$ cat config.mk
export PLATFORM = sky130hd
export DESIGN_NAME = bfp_scale_tracker
export DESIGN_NICKNAME = d
export VERILOG_FILES = /design/src/rtl/bfp_pkg.sv /design/src/rtl/bfp_beat_growth.sv /design/src/rtl/bfp_pass_seq.sv /design/src/rtl/bfp_exp_unit.sv /design/src/rtl/bfp_scale_tracker.sv
export SDC_FILE = /design/constraint.sdc
export NUM_CORES = 1
export LEC_CHECK = 0
export BUFFER_PORTS_ARGS = -buffer_cell sky130_fd_sc_hd__buf_2
export CORE_ASPECT_RATIO = 1.25
export CORE_MARGIN = 3
export CORE_UTILIZATION = 35
export CTS_CLUSTER_DIAMETER = 150
export DETAILED_ROUTE_END_ITERATION = 12
export GPL_TIMING_DRIVEN = 0
export SYNTH_ARGS = -nofsm -noshare
export SYNTH_HDL_FRONTEND = slang
export SYNTH_SLANG_ARGS = --single-unit
$ cat constraint.sdc
create_clock -name clk -period 6.7 [get_ports clk]
set_input_delay 0.67 -clock clk [delete_from_list [all_inputs] [get_ports clk]]
set_output_delay 0.67 -clock clk [all_outputs]
set_load 0.02 [all_outputs]
$ cat src/rtl/bfp_pkg.sv
package bfp_pkg;

  localparam int TOP_W = 3;

  typedef logic [1:0] growth_t;

  function automatic growth_t measure_growth(input logic [TOP_W-1:0] top);
    growth_t g;
    if (top[2] != top[1])      g = 2'd2;
    else if (top[1] != top[0]) g = 2'd1;
    else                       g = 2'd0;
    return g;
  endfunction

  function automatic growth_t growth_max(input growth_t a, input growth_t b);
    return (a > b) ? a : b;
  endfunction

  function automatic growth_t limit_growth(input growth_t g, input logic early);
    growth_t r;
    if (early) r = (g > 2'd1) ? 2'd1 : g;
    else       r = (g > 2'd2) ? 2'd2 : g;
    return r;
  endfunction

endpackage

$ cat src/rtl/bfp_beat_growth.sv
module bfp_beat_growth #(
  parameter int LANES = 4
) (
  input  logic [LANES*bfp_pkg::TOP_W-1:0] res_top,
  output bfp_pkg::growth_t                 beat_max
);
  import bfp_pkg::*;

  growth_t lane_g [LANES];

  for (genvar k = 0; k < LANES; k++) begin : g_lane
    assign lane_g[k] = measure_growth(res_top[k*TOP_W +: TOP_W]);
  end

  always_comb begin
    beat_max = 2'd0;
    for (int k = 0; k < LANES; k++) begin
      beat_max = growth_max(beat_max, lane_g[k]);
    end
  end
endmodule

$ cat src/rtl/bfp_pass_seq.sv
module bfp_pass_seq #(
  parameter int MAX_LOG2N = 10,
  parameter int CNT_W     = $clog2(MAX_LOG2N + 1)
) (
  input  logic             clk,
  input  logic             rst_n,
  input  logic             start,
  input  logic [CNT_W-1:0] log2n,
  input  logic             inverse,
  input  logic             pass_end,
  output logic             busy,
  output logic             done,
  output logic             step,
  output logic             is_final,
  output logic             early,
  output logic             inv_q,
  output logic [CNT_W-1:0] nlog_q
);
  localparam logic [CNT_W-1:0] MIN_N = CNT_W'(2);
  localparam logic [CNT_W-1:0] MAX_N = CNT_W'(MAX_LOG2N);

  logic [CNT_W-1:0] pass_idx;
  logic [CNT_W-1:0] n_eff;

  always_comb begin
    if (log2n < MIN_N)      n_eff = MIN_N;
    else if (log2n > MAX_N) n_eff = MAX_N;
    else                    n_eff = log2n;
  end

  assign step     = busy && pass_end && !start;
  assign is_final = (pass_idx == nlog_q - CNT_W'(1));
  assign early    = (pass_idx < CNT_W'(2));

  always_ff @(posedge clk) begin
    if (!rst_n) begin
      busy     <= 1'b0;
      done     <= 1'b0;
      pass_idx <= '0;
      nlog_q   <= MIN_N;
      inv_q    <= 1'b0;
    end else if (start) begin
      busy     <= 1'b1;
      done     <= 1'b0;
      pass_idx <= '0;
      nlog_q   <= n_eff;
      inv_q    <= inverse;
    end else if (step) begin
      if (is_final) begin
        busy <= 1'b0;
        done <= 1'b1;
      end else begin
        pass_idx <= pass_idx + CNT_W'(1);
      end
    end
  end
endmodule

$ cat src/rtl/bfp_exp_unit.sv
module bfp_exp_unit #(
  parameter int CNT_W = 4,
  parameter int EXP_W = 7
) (
  input  logic                    clk,
  input  logic                    rst_n,
  input  logic                    start,
  input  logic                    accept,
  input  bfp_pkg::growth_t        beat_max,
  input  logic                    step,
  input  logic                    is_final,
  input  logic                    early,
  input  logic                    inv_q,
  input  logic [CNT_W-1:0]        nlog_q,
  output logic [1:0]              shift_amt,
  output logic signed [EXP_W-1:0] exponent,
  output logic                    tail_flag
);
  import bfp_pkg::*;

  growth_t                 run_max;
  growth_t                 acc;
  growth_t                 g_lim;
  logic signed [EXP_W-1:0] g_ext;
  logic signed [EXP_W-1:0] n_sub;

  always_comb begin
    acc   = accept ? growth_max(run_max, beat_max) : run_max;
    g_lim = limit_growth(acc, early);
    g_ext = $signed({{(EXP_W-2){1'b0}}, g_lim});
    n_sub = inv_q ? $signed({{(EXP_W-CNT_W){1'b0}}, nlog_q}) : '0;
  end

  always_ff @(posedge clk) begin
    if (!rst_n || start) begin
      run_max   <= 2'd0;
      shift_amt <= 2'd0;
      exponent  <= '0;
      tail_flag <= 1'b0;
    end else if (step) begin
      run_max <= 2'd0;
      if (is_final) begin
        exponent  <= exponent + g_ext - n_sub;
        shift_amt <= 2'd0;
        tail_flag <= (g_lim != 2'd0);
      end else begin
        exponent  <= exponent + g_ext;
        shift_amt <= g_lim;
      end
    end else if (accept) begin
      run_max <= acc;
    end
  end
endmodule

$ cat src/rtl/bfp_scale_tracker.sv
module bfp_scale_tracker #(
  parameter int LANES     = 4,
  parameter int MAX_LOG2N = 10,
  parameter int CNT_W     = $clog2(MAX_LOG2N + 1),
  parameter int EXP_W     = $clog2(2 * MAX_LOG2N) + 2,
  parameter int RES_W     = LANES * bfp_pkg::TOP_W
) (
  input  logic                    clk,
  input  logic                    rst_n,
  input  logic                    start,
  input  logic [CNT_W-1:0]        log2n,
  input  logic                    inverse,
  input  logic                    pass_end,
  input  logic                    res_valid,
  output logic                    res_ready,
  input  logic [RES_W-1:0]        res_top,
  output logic [1:0]              shift_amt,
  output logic signed [EXP_W-1:0] exponent,
  output logic                    busy,
  output logic                    done,
  output logic                    tail_flag
);
  import bfp_pkg::*;

  growth_t          beat_max;
  logic             step;
  logic             is_final;
  logic             early;
  logic             inv_q;
  logic [CNT_W-1:0] nlog_q;
  logic             accept;

  assign res_ready = busy;
  assign accept    = res_valid && res_ready && !start;

  bfp_beat_growth #(.LANES(LANES)) u_beat (
    .res_top  (res_top),
    .beat_max (beat_max)
  );

  bfp_pass_seq #(.MAX_LOG2N(MAX_LOG2N), .CNT_W(CNT_W)) u_seq (
    .clk      (clk),
    .rst_n    (rst_n),
    .start    (start),
    .log2n    (log2n),
    .inverse  (inverse),
    .pass_end (pass_end),
    .busy     (busy),
    .done     (done),
    .step     (step),
    .is_final (is_final),
    .early    (early),
    .inv_q    (inv_q),
    .nlog_q   (nlog_q)
  );

  bfp_exp_unit #(.CNT_W(CNT_W), .EXP_W(EXP_W)) u_exp (
    .clk       (clk),
    .rst_n     (rst_n),
    .start     (start),
    .accept    (accept),
    .beat_max  (beat_max),
    .step      (step),
    .is_final  (is_final),
    .early     (early),
    .inv_q     (inv_q),
    .nlog_q    (nlog_q),
    .shift_amt (shift_amt),
    .exponent  (exponent),
    .tail_flag (tail_flag)
  );
endmodule

==> run metrics, run 1 <==
FMAX 155 MHz; Peak VDD IR 0.0995 mV; Die Wd 72.3 um; layout net count 321; Switching Fraction 31.8%; Max Slew Vio Count 0; drc violations 0; crit path DAT 6630 ps; Die Span Y 88.9 um; hpwl dp 3240 um; Syn-to-layout area delta 24.3%; top cell type by total area after synthesis dfxtp_1; top post-synthesis cells by count dfxtp_1 (23), nor2_1 (22), ha_1 (20), nand2_1 (18); critical path's slowest cell fa_2; Setup violations, final 0; Gate power share 33.8%; clk slew on worst S/H paths 90 ps; status complete, no violations; clk_lat worst skew 270 ps; max-cap violation count 0; Tmin final 6440 ps; Root Buffer clkbuf_8; Worst slew margin 65.0%; vias in the first global route 1641; layout cells sized above 1 29.0%; total track usage 13.4%; Post-synth EDFFs 0; Synth Instances 232; Hold Path Class reg2reg; CTS tree yes; clock network power share 25.9%; Layout fillers 528; PortBufs 34; Pwr Total 353 uW; routed wire length 4400 um; CP max stage delay 630 ps; post-synthesis sequential area ratio 23.9%; CTS buffer count 3; Layout Skew 3.17 ps; Setup Crit Path Kind in2reg; row cnt 29; total gr overflow 0; clock buffer depth 2; Final Hold Violating Endpoints 0; Antenna Nets Post-Route 0; initial antenna violation count 0; total I/O pin count 35; Yosys Warn Count 0; crit path capture type flop; Synthesized Nets 276; P per Cell Area 148 nW/um^2; vias post-DR 1752; sequential power share 40.2%; worst path required time 6890 ps; Synth top area share 23.9%; starting density of the core 37.1%; Die ar. 6430 um^2; Sink Count 23; Via density 5.18; Synth area leaders dfxtp_1 (24%), ha_1 (13%), xnor2_1 (5.9%), nor2_1 (4.3%), o21ai_0 (3.6%); Pint 241 uW; sw power 113 uW; Syn Area/Cell 8.30 um^2; startpoint types input pin; crit-path max FO 3; final instance area 2390 um^2; pin count of the biggest net entering global routing 14; wire length of the first global-routing pass 7020 um; Synth Register Bits 23; Iteration-0 DRC Markers 57; Initial DRT Pass Iterations 6; distinct cell type count after synthesis 54; ys flop type dfxtp_1; # H-tree levels 1; Post-synth ARST share 0%; Lkg Pwr 1.05 nW; Syn Std Cell Area 1930 um^2; Tcrit/Tclk final 96.1%; placed inst area 2180 um^2; Worst Max-Slew Pin Slew 525 ps; core area 5190 um^2; top-count cell post-synth dfxtp_1; gpl congestion 0.778; diode count 0; drt wl/cell 13.0 um
[power by group through the flow]
| stage | clock, mW | sequential [mW] | combinational, mW |
|---|---|---|---|
| floorplan | 0 | 0.146 | 0.0645 |
| global placement | 0 | 0.145 | 0.0866 |
| detailed placement | 0 | 0.145 | 0.0885 |
| CTS | 0.0927 | 0.142 | 0.0952 |
| global route | 0.100 | 0.143 | 0.132 |
| finish | 0.0916 | 0.142 | 0.120 |
[area by class of cell]
cell class	count	area, um^2	area share (%)
clock inverters	1	5.00	0.209
well taps	62	77.6	3.24
multi-input cells	189	1490	62.4
plain buffers	6	41.3	1.73
clock buffers	3	41.3	1.73
inverters	14	52.6	2.20
repair buffers	40	221	9.25
flip-flops and latches	23	460	19.2
[flip-flops by register name, indices dropped and copies added (netlist names)]
signal           flops
u_exp.exponent       7
u_exp.shift_amt      2
u_seq.pass_idx       4
u_seq.busy           1
u_seq.inv_q          1
u_exp.run_max        2
u_exp.tail_flag      1
u_seq.done           1
u_seq.nlog_q         4
[repair_timing]
item                                    4_1_cts  5_1_grt
endpoints found under the setup margin        5        5
pin swaps                                     2       22
resized for setup                             7       21
setup buffers                                 2        4
hold buffers                                  0        0
[metrics by stage]
step | util, % | hold WS, ps | TNS, ps | setup slack [ps] | cells
6_report | 46.1 | 455 | 0 | 263 | 338
5_1_grt | 46.1 | 492 | -69.5 | -49.7 | 338
4_1_cts | 43.6 | 454 | 0 | 22.6 | 334
3_5_place_dp | 42.0 | 441 | -2790 | -712 | 328
3_3_place_gp | 42.0 | 441 | -2440 | -649 | 328
2_1_floorplan | - | 450 | 0 | 76.2 | 232
[placed cells by master, fill, tap and decap left out, drive strengths merged, types with 4 or more instances in the layout]
cell type  synthesis  routed
mux2i              5       5
clkbuf             2       5
nor2              22      22
nand3             10      10
nand2b             5       5
a21o               4       4
a21oi             11      11
buf                4      44
ha                20      20
and3b              4       4
nor2b              5       5
xnor2             13      13
inv               14      14
nor3               7       7
dfxtp             23      23
xor2               8       8
nand2             18      18
o21ai             14      14
[metal layers]
metal / track usage [%] / vias to the layer above / wire length [um]
met5: 0 / - / 0
met2: 25.0 / 48 / 2220
met3: 1.35 / 7 / 225
met1: 16.3 / 796 / 1890
li1: - / 901 / -
met4: 3.59 / 0 / 69
[critical path, delay by kind of cell]
kind | cells | cell delay (ps)
fa+ha+maj | 7 | 1990
buf+inv | 4 | 330
mux | 2 | 580
compound gates | 9 | 1350
simple gates | 11 | 1710
[worst paths after layout]
kind                                            to               start  slack [ps]  cells past startpoint
worst max-delay path             u_exp.exponent[5]          res_top[4]         260                     33
worst min-delay path            u_exp.shift_amt[1]  u_exp.shift_amt[1]         460                      2
worst max register to register   u_exp.exponent[4]          u_seq.busy        3030                     13
worst min register to register  u_exp.shift_amt[1]  u_exp.shift_amt[1]         460                      2
[kinds of logic (layout without fill, tap and decap cells)]
kind of cell    after synthesis  after routing  share of synthesized area, %
compound gates               49             49                          16.0
xor+xnor                     21             21                          9.94
fa+ha+maj                    22             22                          15.1
buf+inv                      20             64                          4.87
flops                        23             23                          23.9
mux                           7              7                          3.77
simple gates                 90             90                          26.4
(Power assumes the default switching activity.)
==> inputs of run 2 (changes only) <==
--- a/config.mk
+++ b/config.mk
@@ -6,7 +6,7 @@
 export NUM_CORES = 1
 export LEC_CHECK = 0
 export BUFFER_PORTS_ARGS = -buffer_cell sky130_fd_sc_hd__buf_2
-export CORE_ASPECT_RATIO = 1.25
+export CORE_ASPECT_RATIO = 0.6
 export CORE_MARGIN = 3
 export CORE_UTILIZATION = 35
 export CTS_CLUSTER_DIAMETER = 150
==> run metrics, run 2 (synthesized netlist as in run 1, its figures left out) <==
Worst Max-Slew Pin Slew 591 ps; placed inst area 2180 um^2; wire length of the first global-routing pass 7780 um; Syn-to-layout area delta 28.5%; Setup Crit Path Kind in2reg; Sink Count 23; hold endpoint u_exp.shift_amt[1]; Tmin final 6640 ps; FF-to-FF setup slack 2940 ps; PortBufs 34; clk_lat worst skew 270 ps; Layout Skew 6.23 ps; worst path required time 6890 ps; crit path capture type flop; Antenna Nets Post-Route 0; total I/O pin count 35; hold_sp u_exp.shift_amt[1]; hpwl dp 3560 um; Max Slew Vio Count 0; Tcrit/Tclk final 99.1%; startpoint types input pin; Die Span Y 63.5 um; CP max stage delay 610 ps; total gr overflow 0; layout cells sized above 1 32.3%; Root Buffer clkbuf_8; Lkg Pwr 1.08 nW; clock buffer depth 2; P per Cell Area 148 nW/um^2; FF-to-FF path depth 16; row cnt 20; CTS buffer count 3; starting density of the core 37.2%; max-cap violation count 0; diode count 0; biggest regs u_exp.exponent: 7 flops, u_seq.nlog_q: 4 flops, u_seq.pass_idx: 4 flops; Iteration-0 DRC Markers 75; worst hold stages 2; minimum hold slack 478 ps; Die ar. 6460 um^2; hold bufs inserted after CTS 0; core area 5180 um^2; Via density 4.97; Worst slew margin 60.6%; total track usage 15.1%; # H-tree levels 1; Initial DRT Pass Iterations 4; Die Wd 102 um; crit path DAT 6830 ps; final instance area 2470 um^2; leading cell types in the layout, fill and taps excluded buf_2 (32), dfxtp_1 (23), nor2_1 (22); Pwr Total 365 uW; clk slew on worst S/H paths 90 ps; Hold Path Class reg2reg; commonest non-fill, non-tap cell in the layout buf_2; vias in the first global route 1628; CTS tree yes; layout net count 327; Critical R2R Launch u_exp.run_max[1]; pin count of the biggest net entering global routing 14; Setup violations, final 0; crit-path max FO 4; Final Hold Violating Endpoints 0; Reg with most FFs u_exp.exponent; utilization after layout 47.8%; FMAX 151 MHz; Layout fillers 494; drc violations 0; routed wire length 4680 um; CP dominant cell by count inv_1; critical path's slowest cell fa_2; RR Endpoint u_exp.exponent[5]; vias post-DR 1729; gpl congestion 0.737; Largest register FFs 7; RSZ-0062 raised after global routing yes; drt wl/cell 13.4 um; initial antenna violation count 0; Peak VDD IR 0.0776 mV; status complete, no violations
==> run 2: cell count changes in the layout (fill, tap and decap cells not counted), sizes merged <==
cell / change
buf: +6
==> run 2: layout make-up <==
class | instances | area (um^2) | share of cell area [%]
clock buffer | 3 | 41.3 | 1.67
buffer | 6 | 41.3 | 1.67
timing repair buffer | 46 | 277 | 11.2
multi-input combinational | 189 | 1520 | 61.2
sequential | 23 | 460 | 18.6
clock inverter | 1 | 5.00 | 0.202
inverter | 14 | 52.6 | 2.12
tap | 66 | 82.6 | 3.34
==> run 2: worst max path at each step <==
stage                     from                end  slack (ps)  depth (start not counted)
floorplan           res_top[4]  u_exp.exponent[4]          80                         32
global placement    res_top[4]  u_exp.exponent[4]        -710                         33
detailed placement  res_top[4]  u_exp.exponent[4]        -730                         33
CTS                 res_top[4]  u_exp.exponent[4]           3                         30
global route        res_top[5]  u_exp.exponent[5]        -280                         33
finish              res_top[5]  u_exp.exponent[5]          60                         33
==> run 2: stage by stage <==
step / setup slack, ps / TNS, ps / instances
2_1_floorplan: 76.2 / 0 / 232
3_3_place_gp: -713 / -2940 / 332
3_5_place_dp: -734 / -3090 / 332
4_1_cts: 3.10 / 0 / 338
5_1_grt: -284 / -806 / 348
6_report: 59.8 / 0 / 348
==> run 2: worst max-delay path: cells and delay by family <==
family / cells / cell delay [ps]
adders and majority gates: 7 / 2000
AOI/OAI and AO/OA: 9 / 1430
muxes: 2 / 620
buffers and inverters: 4 / 310
and+or+nand+nor: 11 / 1810
==> run 2: repair_timing <==
| action | in CTS | in global routing |
|---|---|---|
| buffers inserted | 2 | 10 |
| pin swaps | 1 | 25 |
| setup endpoints to repair | 5 | 5 |
| gates resized for setup | 9 | 27 |
| cloned | 0 | 0 |
==> run 2: per-layer routing <==
metal	vias up	global-route usage, %	share of wire [%]	wire, um
met2	33	21.9	39	1840
met3	4	3.10	4.4	206
met4	0	1.66	0.49	23
met1	781	23.4	56	2600
li1	911	-	-	-
met5	-	0	0	0
==> run 2: where the power goes <==
| part | internal (mW) | total (mW) | switching (mW) |
|---|---|---|---|
| Sequential | 0.139 | 0.143 | 0.00331 |
| Combinational | 0.0703 | 0.134 | 0.0633 |
| Clock | 0.0416 | 0.0893 | 0.0477 |
